File: config.mk
export PLATFORM = sky130hd
export DESIGN_NAME = dma_steal_ctrl
export DESIGN_NICKNAME = d
export VERILOG_FILES = /design/src/rtl/dma_pkg.sv /design/src/rtl/dma_ptr.sv /design/src/rtl/dma_regs.sv /design/src/rtl/dma_engine.sv /design/src/rtl/dma_steal_ctrl.sv
export SDC_FILE = /design/constraint.sdc
export NUM_CORES = 1
export LEC_CHECK = 0
export ABC_AREA = 1
export BUFFER_PORTS_ARGS = -buffer_cell sky130_fd_sc_hd__buf_2
export CELL_PAD_IN_SITES_DETAIL_PLACEMENT = 1
export CELL_PAD_IN_SITES_GLOBAL_PLACEMENT = 2
export CORE_ASPECT_RATIO = 1.2
export CORE_UTILIZATION = 33
export DETAILED_ROUTE_END_ITERATION = 6
export PLACE_DENSITY = 0.83
export RECOVER_POWER = 50
export SYNTH_ARGS = -nofsm -noshare
export SYNTH_HDL_FRONTEND = slang
export SYNTH_SLANG_ARGS = --single-unit
File: constraint.sdc
create_clock -name clk_i -period 3.9 [get_ports clk_i]
set_input_delay 0.195 -clock clk_i [delete_from_list [all_inputs] [get_ports clk_i]]
set_output_delay 0.195 -clock clk_i [all_outputs]
set_load 0.05 [all_outputs]
File: src/rtl/dma_pkg.sv
package dma_pkg;
  localparam logic [2:0] OFS_MEM  = 3'd0;
  localparam logic [2:0] OFS_AUX  = 3'd1;
  localparam logic [2:0] OFS_LEN  = 3'd2;
  localparam logic [2:0] OFS_CTRL = 3'd3;
  localparam logic [2:0] OFS_STAT = 3'd4;

  localparam logic [1:0] PATH_DEV2MEM = 2'b00;
  localparam logic [1:0] PATH_MEM2DEV = 2'b01;

  typedef enum logic [2:0] {
    ST_IDLE, ST_REQ, ST_RD, ST_WR, ST_REL
  } dma_state_e;
endpackage

File: src/rtl/dma_ptr.sv
module dma_ptr #(
  parameter int AW = 8
) (
  input  logic          clk_i,
  input  logic          rst_ni,
  input  logic          load_i,
  input  logic [AW-1:0] load_val_i,
  input  logic          inc_i,
  output logic [AW-1:0] ptr_o
);
  always_ff @(posedge clk_i or negedge rst_ni) begin
    if (!rst_ni)     ptr_o <= '0;
    else if (load_i) ptr_o <= load_val_i;
    else if (inc_i)  ptr_o <= ptr_o + AW'(1);
  end
endmodule

File: src/rtl/dma_regs.sv
module dma_regs
  import dma_pkg::*;
#(
  parameter int AW = 8,
  parameter int DW = 16,
  parameter int LW = 8
) (
  input  logic          clk_i,
  input  logic          rst_ni,
  input  logic          reg_we_i,
  input  logic [2:0]    reg_addr_i,
  input  logic [DW-1:0] reg_wdata_i,
  output logic [DW-1:0] reg_rdata_o,
  input  logic          busy_i,
  input  logic          done_i,
  output logic [AW-1:0] cfg_mem_o,
  output logic [AW-1:0] cfg_aux_o,
  output logic [LW-1:0] cfg_len_o,
  output logic          start_o,
  output logic [1:0]    start_path_o,
  output logic          start_burst_o,
  output logic          irq_o
);
  logic [AW-1:0] mem_q, aux_q;
  logic [LW-1:0] len_q;
  logic [2:0]    mode_q;
  logic          irq_q;
  logic          cfg_we, irq_clr;

  assign cfg_we        = reg_we_i && !busy_i;
  assign start_o       = cfg_we && reg_addr_i == OFS_CTRL && reg_wdata_i[0];
  assign start_path_o  = reg_wdata_i[2:1];
  assign start_burst_o = reg_wdata_i[3];
  assign irq_clr       = reg_we_i && reg_addr_i == OFS_STAT && reg_wdata_i[1];

  always_ff @(posedge clk_i or negedge rst_ni) begin
    if (!rst_ni) begin
      mem_q  <= '0;
      aux_q  <= '0;
      len_q  <= '0;
      mode_q <= '0;
      irq_q  <= 1'b0;
    end else begin
      if (cfg_we && reg_addr_i == OFS_MEM) mem_q <= reg_wdata_i[AW-1:0];
      if (cfg_we && reg_addr_i == OFS_AUX) aux_q <= reg_wdata_i[AW-1:0];
      if (cfg_we && reg_addr_i == OFS_LEN) len_q <= reg_wdata_i[LW-1:0];
      if (start_o) mode_q <= reg_wdata_i[3:1];
      // completion wins over a clear in the same cycle
      if (done_i)       irq_q <= 1'b1;
      else if (irq_clr) irq_q <= 1'b0;
    end
  end

  always_comb begin
    reg_rdata_o = '0;
    unique case (reg_addr_i)
      OFS_MEM:  reg_rdata_o = DW'(mem_q);
      OFS_AUX:  reg_rdata_o = DW'(aux_q);
      OFS_LEN:  reg_rdata_o = DW'(len_q);
      OFS_CTRL: reg_rdata_o = DW'({mode_q, 1'b0});
      OFS_STAT: reg_rdata_o = DW'({irq_q, busy_i});
      default:  reg_rdata_o = '0;
    endcase
  end

  assign cfg_mem_o = mem_q;
  assign cfg_aux_o = aux_q;
  assign cfg_len_o = len_q;
  assign irq_o     = irq_q;

  AST_IRQ_STICKY: assert property (@(posedge clk_i) disable iff (!rst_ni)
    irq_q && !irq_clr |=> irq_q);
  AST_DONE_SETS_IRQ: assert property (@(posedge clk_i) disable iff (!rst_ni)
    done_i |=> irq_q);
  AST_CFG_LOCKED: assert property (@(posedge clk_i) disable iff (!rst_ni)
    busy_i && reg_we_i |=> $stable(mem_q) && $stable(aux_q) && $stable(len_q));
endmodule

File: src/rtl/dma_engine.sv
module dma_engine
  import dma_pkg::*;
#(
  parameter int AW = 8,
  parameter int DW = 16,
  parameter int LW = 8
) (
  input  logic          clk_i,
  input  logic          rst_ni,
  input  logic          start_i,
  input  logic [1:0]    start_path_i,
  input  logic          start_burst_i,
  input  logic [AW-1:0] cfg_mem_i,
  input  logic [AW-1:0] cfg_aux_i,
  input  logic [LW-1:0] cfg_len_i,
  output logic          busy_o,
  output logic          done_o,
  output logic          bus_req_o,
  input  logic          bus_gnt_i,
  output logic          bus_cmd_valid_o,
  output logic          bus_we_o,
  output logic          bus_space_o,
  output logic [AW-1:0] bus_addr_o,
  output logic [DW-1:0] bus_wdata_o,
  input  logic [DW-1:0] bus_rdata_i,
  input  logic          bus_ack_i
);
  localparam int NPTR = 2; // 0 source, 1 destination

  dma_state_e state_q, state_d;
  logic [LW-1:0] rem_q;
  logic          burst_q;
  logic [NPTR-1:0] dev_q;
  logic [DW-1:0] data_q;
  logic [NPTR-1:0][AW-1:0] ptr_load, ptr;
  logic [NPTR-1:0] ptr_inc;
  logic go, rd_done, wr_done, last_word;

  assign go        = start_i && cfg_len_i != '0;
  assign rd_done   = state_q == ST_RD && bus_ack_i;
  assign wr_done   = state_q == ST_WR && bus_ack_i;
  assign last_word = rem_q == LW'(1);

  assign ptr_load[0] = (start_path_i == PATH_DEV2MEM) ? cfg_aux_i : cfg_mem_i;
  assign ptr_load[1] = (start_path_i == PATH_DEV2MEM) ? cfg_mem_i : cfg_aux_i;
  assign ptr_inc     = {wr_done, rd_done};

  for (genvar g = 0; g < NPTR; g++) begin : g_ptr
    dma_ptr #(.AW(AW)) u_ptr (
      .clk_i      (clk_i),
      .rst_ni     (rst_ni),
      .load_i     (go),
      .load_val_i (ptr_load[g]),
      .inc_i      (ptr_inc[g]),
      .ptr_o      (ptr[g])
    );
  end

  always_comb begin
    state_d = state_q;
    unique case (state_q)
      ST_IDLE: if (go)         state_d = ST_REQ;
      ST_REQ:  if (bus_gnt_i)  state_d = ST_RD;
      ST_RD:   if (bus_ack_i)  state_d = ST_WR;
      ST_WR:   if (bus_ack_i)  state_d = last_word ? ST_IDLE : (burst_q ? ST_RD : ST_REL);
      ST_REL:  if (!bus_gnt_i) state_d = ST_REQ; // wait for the arbiter to see the release
      default: state_d = ST_IDLE;
    endcase
  end

  always_ff @(posedge clk_i or negedge rst_ni) begin
    if (!rst_ni) begin
      state_q <= ST_IDLE;
      rem_q   <= '0;
      burst_q <= 1'b0;
      dev_q   <= '0;
      data_q  <= '0;
    end else begin
      state_q <= state_d;
      if (go) begin
        rem_q   <= cfg_len_i;
        burst_q <= start_burst_i;
        dev_q   <= {start_path_i == PATH_MEM2DEV, start_path_i == PATH_DEV2MEM};
      end else if (wr_done) begin
        rem_q <= rem_q - LW'(1);
      end
      if (rd_done) data_q <= bus_rdata_i;
    end
  end

  assign busy_o          = state_q != ST_IDLE;
  assign done_o          = (wr_done && last_word) || (start_i && cfg_len_i == '0);
  assign bus_req_o       = state_q inside {ST_REQ, ST_RD, ST_WR};
  assign bus_cmd_valid_o = state_q inside {ST_RD, ST_WR};
  assign bus_we_o        = state_q == ST_WR;
  assign bus_addr_o      = bus_we_o ? ptr[1] : ptr[0];
  assign bus_space_o     = bus_we_o ? dev_q[1] : dev_q[0];
  assign bus_wdata_o     = data_q;

  AST_CMD_NEEDS_GRANT: assert property (@(posedge clk_i) disable iff (!rst_ni)
    bus_cmd_valid_o |-> bus_req_o && bus_gnt_i);
  AST_CMD_HELD: assert property (@(posedge clk_i) disable iff (!rst_ni)
    bus_cmd_valid_o && !bus_ack_i |=>
      bus_cmd_valid_o && $stable(bus_addr_o) && $stable(bus_we_o) && $stable(bus_space_o));
  AST_REM_DEC: assert property (@(posedge clk_i) disable iff (!rst_ni)
    wr_done && !last_word |=> rem_q == $past(rem_q) - LW'(1));
  AST_BURST_KEEPS_BUS: assert property (@(posedge clk_i) disable iff (!rst_ni)
    wr_done && !last_word && burst_q |=> bus_req_o);
  AST_STEAL_RELEASES: assert property (@(posedge clk_i) disable iff (!rst_ni)
    wr_done && !burst_q |=> !bus_req_o);
  AST_ZERO_LEN_NO_BUS: assert property (@(posedge clk_i) disable iff (!rst_ni)
    start_i && cfg_len_i == '0 && !busy_o |=> !bus_req_o && !busy_o);
endmodule

File: src/rtl/dma_steal_ctrl.sv
module dma_steal_ctrl #(
  parameter int AW = 8,
  parameter int DW = 16,
  parameter int LW = 8
) (
  input  logic          clk_i,
  input  logic          rst_ni,
  input  logic          reg_we_i,
  input  logic [2:0]    reg_addr_i,
  input  logic [DW-1:0] reg_wdata_i,
  output logic [DW-1:0] reg_rdata_o,
  output logic          bus_req_o,
  input  logic          bus_gnt_i,
  output logic          bus_cmd_valid_o,
  output logic          bus_we_o,
  output logic          bus_space_o,
  output logic [AW-1:0] bus_addr_o,
  output logic [DW-1:0] bus_wdata_o,
  input  logic [DW-1:0] bus_rdata_i,
  input  logic          bus_ack_i,
  output logic          irq_o
);
  logic [AW-1:0] cfg_mem, cfg_aux;
  logic [LW-1:0] cfg_len;
  logic          start, start_burst, busy, done;
  logic [1:0]    start_path;

  dma_regs #(.AW(AW), .DW(DW), .LW(LW)) u_regs (
    .clk_i         (clk_i),
    .rst_ni        (rst_ni),
    .reg_we_i      (reg_we_i),
    .reg_addr_i    (reg_addr_i),
    .reg_wdata_i   (reg_wdata_i),
    .reg_rdata_o   (reg_rdata_o),
    .busy_i        (busy),
    .done_i        (done),
    .cfg_mem_o     (cfg_mem),
    .cfg_aux_o     (cfg_aux),
    .cfg_len_o     (cfg_len),
    .start_o       (start),
    .start_path_o  (start_path),
    .start_burst_o (start_burst),
    .irq_o         (irq_o)
  );

  dma_engine #(.AW(AW), .DW(DW), .LW(LW)) u_engine (
    .clk_i           (clk_i),
    .rst_ni          (rst_ni),
    .start_i         (start),
    .start_path_i    (start_path),
    .start_burst_i   (start_burst),
    .cfg_mem_i       (cfg_mem),
    .cfg_aux_i       (cfg_aux),
    .cfg_len_i       (cfg_len),
    .busy_o          (busy),
    .done_o          (done),
    .bus_req_o       (bus_req_o),
    .bus_gnt_i       (bus_gnt_i),
    .bus_cmd_valid_o (bus_cmd_valid_o),
    .bus_we_o        (bus_we_o),
    .bus_space_o     (bus_space_o),
    .bus_addr_o      (bus_addr_o),
    .bus_wdata_o     (bus_wdata_o),
    .bus_rdata_i     (bus_rdata_i),
    .bus_ack_i       (bus_ack_i)
  );
endmodule

==> metrics, run 1 <==
CTS Buffer Depth 2; Util after Layout 0.3896; setup slack, reg-to-reg 1220 ps; register area 0.001852 mm^2; number of synthesized flops with an enable pin 0; drt wl/cell 15.39 um; Fmax achieved 0.3727 GHz; Synth area leader dfrtp_1; RD Place Congestion 0.7987; worst ir drop on vdd 270.7 uV; gr usage total 0.2023; failing checks capacitance limit, slew limit; Post-synth ARST share 1.000; htree depth 3; Slew Viols, Final 28; Worst-path clk slew 60 ps; status complete, but fails checks; Crit. End Element flop; setup violators final 0; Layout Area Growth over Synthesis 15.98%; Post-DP HPWL 9387 um; die area 0.01330 mm^2; starting density of the core 0.3359; TritonRoute pass-1 iters 4; critical-path maximum fanout 39; Top FF cell, synth dfrtp_1; DRC violations left 0; clk sinks 74; dominant cells by area after synthesis dfrtp_1 44%, nand2_1 19%, nand3_1 8.0%, o21ai_0 6.1%, inv_1 4.8%; post-CTS sizing 0; Post-Route WL 12620 um; Multi-input gate area 0.001983 mm^2; Post-Place Worst Slack 1550 ps; post-CTS setup buffer count 0; IO buf count 68; CTS root buffer clkbuf_16; row count 45; Req. time, crit path 4120 ps; die width 105.4 um; largest net degree at the start of global routing 40; initial antenna violation count 0; most frequent cells in the layout 213 x nand2_1, 74 x dfrtp_1, 69 x nand3_1; leak pwr 2.557 nW; Synth Register Bits 74; critical path arrival 2910 ps; worst slew pin tran 1645 ps; Hold Path Class primary input to flop; Crit Path Class flop to flop; Placement Cell Area 0.004644 mm^2; yosys warns 0; Worst Skew 7.703 ps; final setup TNS 0 ps; Finished Cell Area 0.004913 mm^2; Nets 695; first-pass GRT wire length 20890 um; Ports 85; Core Region 0.01261 mm^2; post-synth cell types 33; Antenna Nets Post-Route 0; Avg Cell Area, Syn 7.181 um^2; CP Launch Type flop; global route total overflow 0; CTS Buf Count 9; sequential cell area fraction in the yosys report 0.4371; most common cell after layout, fill and taps aside nand2_1; DRT iter0 DRCs 152; max cap viols 1; pwr dens 845.8 mW/mm^2; final period utilization 0.6880; hold_buf cts 1; share of layout cells above drive strength 1 0.1250; Mapped Area 0.004237 mm^2; vias in the first global route 4078; Fillers 1654; vias 3984; CTS tree done; Post-Syn Instances 590; Hold Fails Final Rpt 0; diode count 0; worst slew margin relative to its limit -0.09650; worst skew pair latency 340 ps; minimum clock period 2683 ps; Die H 126.1 um; post-synth top area share 0.4371; RSZ-0062 raised after global routing no; Via density 4.859; slack of the critical path 1217 ps
[cell families (layout without fill, tap and decap cells)]
| logic type | after synthesis | count (layout) | share of synthesized area |
|---|---|---|---|
| adder cells (fa/ha/maj) | 4 | 4 | 0.01181 |
| flip-flops | 74 | 74 | 0.4371 |
| other | 1 | 8 | 0.0008852 |
| AND/OR/NAND/NOR | 343 | 343 | 0.3444 |
| buffers and inverters | 88 | 147 | 0.09628 |
| XOR/XNOR | 10 | 10 | 0.02067 |
| AO/OA/AOI/OAI | 70 | 70 | 0.08890 |
[cell type report]
class	count	share of cell area
repair buffers	72	0.07054
flip-flops and latches	74	0.3769
inverters	59	0.04507
multi-input cells	435	0.4036
well taps	164	0.04176
clock buffers	11	0.05144
clock inverters	5	0.01070
[synth_stat cells (2+ instances only)]
| library cell | n |
|---|---|
| a21oi_1 | 6 |
| buf_2 | 8 |
| buf_4 | 12 |
| buf_6 | 3 |
| clkbuf_1 | 5 |
| dfrtp_1 | 74 |
| ha_1 | 4 |
| inv_1 | 54 |
| inv_2 | 5 |
| nand2_1 | 213 |
| nand2_2 | 3 |
| nand3_1 | 68 |
| nand3b_1 | 2 |
| nor2_1 | 46 |
| nor2_4 | 2 |
| o21ai_0 | 52 |
| o21ai_1 | 3 |
| o221ai_1 | 4 |
| o22ai_1 | 2 |
| or2_0 | 2 |
| or2_2 | 2 |
| xnor2_1 | 2 |
| xor2_1 | 8 |
[path summary, 6_finish.rpt]
kind / start / to / cells past startpoint
setup / recovery: u_engine.state_q[0] / u_engine.g_ptr[1].u_ptr.ptr_o[4] / 8
setup reg to reg: u_engine.state_q[0] / u_engine.g_ptr[1].u_ptr.ptr_o[4] / 8
min in group asynchronous: rst_ni / u_engine.bus_wdata_o[3] / 2
hold reg to reg: u_engine.bus_wdata_o[11] / u_engine.bus_wdata_o[11] / 2
hold / removal: bus_rdata_i[0] / u_engine.bus_wdata_o[0] / 3
max in group asynchronous: rst_ni / u_engine.g_ptr[1].u_ptr.ptr_o[1] / 3
[registers in the layout, summed over array words and instances, names as in the netlist]
signal	cells
u_engine.burst_q	1
u_engine.bus_wdata_o	16
u_engine.dev_q	2
u_engine.g_ptr.u_ptr.ptr_o	16
u_engine.rem_q	8
u_engine.state_q	3
u_regs.cfg_aux_o	8
u_regs.cfg_len_o	8
u_regs.cfg_mem_o	8
u_regs.irq_o	1
u_regs.mode_q	3
[worst max-delay path, cell delays in order (launching register included)]
cell and delay, ps:
dfrtp_1 440, nor2_1 240, nand3_1 380, nor2_8 350, nand2_2 510, inv_2 420
nand2_1 100, nand2_1 80, nand2_1 50
[routing by layer]
| layer | vias to the layer above | part of all wire | GRT usage |
|---|---|---|---|
| met5 | - | 0 | 0 |
| met4 | 0 | 0.020 | 0.07208 |
| met3 | 16 | 0.030 | 0.03313 |
| met2 | 58 | 0.50 | 0.3444 |
| met1 | 1939 | 0.45 | 0.2581 |
| li1 | 1971 | - | - |
[report_power, final]
group / switching [W] / total (W) / internal [W]
sequential: 0.000290 / 0.00141 / 0.00112
clock: 0.000328 / 0.000855 / 0.000527
combinational: 0.00140 / 0.00189 / 0.000488
total: 0.00202 / 0.00416 / 0.00214
[through the flow]
stage | cells | power, W | hold WS [ps]
after floorplan | 597 | 0.002839 | -100.6
after CTS | 820 | 0.004243 | 44.62
after global routing | 820 | 0.004477 | 55.04
after global placement | 803 | 0.003291 | 262.1
final | 820 | 0.004156 | 51.93
after detailed placement | 803 | 0.003362 | 274.0
(Power assumes the default switching activity.)
==> run 2, diff against run 1 <==
--- a/config.mk
+++ b/config.mk
@@ -10,9 +10,9 @@
 export CELL_PAD_IN_SITES_DETAIL_PLACEMENT = 1
 export CELL_PAD_IN_SITES_GLOBAL_PLACEMENT = 2
 export CORE_ASPECT_RATIO = 1.2
-export CORE_UTILIZATION = 33
+export CORE_UTILIZATION = 31
 export DETAILED_ROUTE_END_ITERATION = 6
-export PLACE_DENSITY = 0.83
+export PLACE_DENSITY = 0.79
 export RECOVER_POWER = 50
 export SYNTH_ARGS = -nofsm -noshare
 export SYNTH_HDL_FRONTEND = slang
==> constraint.sdc (replaced) <==
create_clock -name clk_i -period 2.75 [get_ports clk_i]
set_input_delay 0.1375 -clock clk_i [delete_from_list [all_inputs] [get_ports clk_i]]
set_output_delay 0.1375 -clock clk_i [all_outputs]
set_load 0.05 [all_outputs]
==> run 2 against run 1 <==
  * The run still ends with capacitance limit, slew limit left
  * Worst hold slack got worse by 37 ps
  * Fmax rose by 25%
  * Wire length up 3.6%
  * Register-to-register slack worse by 620 ps
  * Non-clock buffer count is 17 higher
  * Final cell count up 2.6%
  * Global-route usage decreased by 0.32 points
  * Total power grew 45%
  * Utilization shrank 0.46 points
  * Combinational power grew 44%
  * Via count grew 1.6%
  * Critical path type unchanged
  * Critical endpoint unchanged
  * Largest power group unchanged
  * Highest routed layer unchanged
==> metrics, run 2 (synthesis gave the netlist of run 1 again) <==
status complete, but fails checks; failing checks capacitance limit, slew limit; critical-path maximum fanout 24; CTS root buffer clkbuf_16; DP Cell Count 811; row count 46; Hold Path Class primary input to flop; IO buf count 68; diode count 0; met3 Use GR 0.03796; die area 0.01414 mm^2; RSZ-0062 raised after global routing no; RD Place Congestion 0.8252; Multi-input gate area 0.002003 mm^2; Fillers 1724; worst skew pair latency 340 ps; Slew Viols, Final 75; Finished Cell Area 0.005119 mm^2; GRT met1 Usage 0.2698; vias in the first global route 4046; Via density 4.812; global route total overflow 0; setup violators final 0; Worst-path clk slew 60 ps; worst slew pin tran 1931 ps; Antenna Nets Post-Route 0; final period utilization 0.7831; drt wl/cell 15.56 um; CTS tree done; Worst Skew 4.462 ps; Layout Area Growth over Synthesis 20.82%; leak pwr 2.645 nW; clk sinks 74; Crit Path Class flop to flop; GRT Max-Usage Layer met2; first-pass GRT wire length 21130 um; Finished Layout Cells 841; Die H 130.1 um; TritonRoute pass-1 iters 4; CP Launch Type flop; CTS Buf Count 9; most common cell after layout, fill and taps aside nand2_1; die width 108.7 um; vias 4047; critical path arrival 2380 ps; Hold Fails Final Rpt 0; register area 0.001852 mm^2; post-CTS sizing 0; htree depth 3; post-CTS setup buffer count 0; Crit. End Element flop; Post-DP HPWL 9490 um; slack of the critical path 596.6 ps; Post-Route WL 13080 um; Placement Cell Area 0.004682 mm^2; Req. time, crit path 2980 ps; worst ir drop on vdd 340.4 uV; Ports 85; initial antenna violation count 0; pwr dens 1179 mW/mm^2; share of layout cells above drive strength 1 0.1322; most frequent cells in the layout 213 x nand2_1, 74 x dfrtp_1, 68 x nand3_1; Core Region 0.01330 mm^2; CTS Buffer Depth 2; Nets 712; DRT iter0 DRCs 93; max cap viols 1; gr usage total 0.1991; starting density of the core 0.3187; minimum clock period 2153 ps; global-route track usage on met2 0.3243; DRC violations left 0; worst slew margin relative to its limit -0.2873; largest net degree at the start of global routing 75; Fmax achieved 0.4644 GHz; Post-Place Worst Slack 575.2 ps; final setup TNS 0 ps
==> run 2: critical path, stage by stage (launching register included) <==
cell and delay [ps]:
dfrtp_1 460, nor2_4 180, nand3_4 160, nor2_8 240
nand2_2 370, inv_2 350, nand2_1 130, nand2_1 80
nand2_1 50
==> run 2: where the power goes <==
group / switching [W] / internal (W)
Combinational: 0.00200 / 0.000719
Clock: 0.000479 / 0.000817
Sequential: 0.000422 / 0.00159
Total: 0.00291 / 0.00313
==> run 2: timing repair <==
| action | in CTS | in global routing |
|---|---|---|
| hold buffers | 14 | 0 |
| hold endpoints to repair | 14 | 0 |
| endpoints found under the setup margin | 0 | 0 |
==> run 2: per-layer routing <==
layer  wire length (um)  share of wire  up-vias
met2               6476           0.49       48
met3                293          0.022       15
met1               6116           0.47     1975
met5                  0              0        -
li1                   -              -     2009
met4                196          0.015        0
==> run 2: cell type report <==
class | instances | area share
multi-input cells | 435 | 0.3913
clock inverters | 5 | 0.01516
repair buffers | 89 | 0.09998
inverters | 59 | 0.04327
clock buffers | 11 | 0.04742
flip-flops and latches | 74 | 0.3618
well taps | 168 | 0.04107
==> run 2: worst paths after layout <==
kind                                         start                                to  slack (ps)  cells past startpoint
max in group asynchronous                   rst_ni          u_engine.bus_wdata_o[10]        1270                      1
setup / recovery               u_engine.state_q[0]  u_engine.g_ptr[1].u_ptr.ptr_o[4]         600                      8
min in group asynchronous                   rst_ni               u_regs.cfg_len_o[0]         310                      1
hold reg to reg            u_engine.bus_wdata_o[7]           u_engine.bus_wdata_o[7]         480                      2
setup reg to reg               u_engine.state_q[0]  u_engine.g_ptr[1].u_ptr.ptr_o[4]         600                      8
hold / removal                      bus_rdata_i[6]           u_engine.bus_wdata_o[6]          20                      3
==> run 2: stage by stage <==
stage / hold slack [ps] / power, W / utilization
after floorplan: -158.1 / 0.004026 / -
after global placement: 332.2 / 0.004687 / 0.3522
after detailed placement: 339.0 / 0.004783 / 0.3522
after CTS: 3.414 / 0.006126 / 0.3868
after global routing: 35.04 / 0.006488 / 0.3850
final: 15.35 / 0.006036 / 0.3850
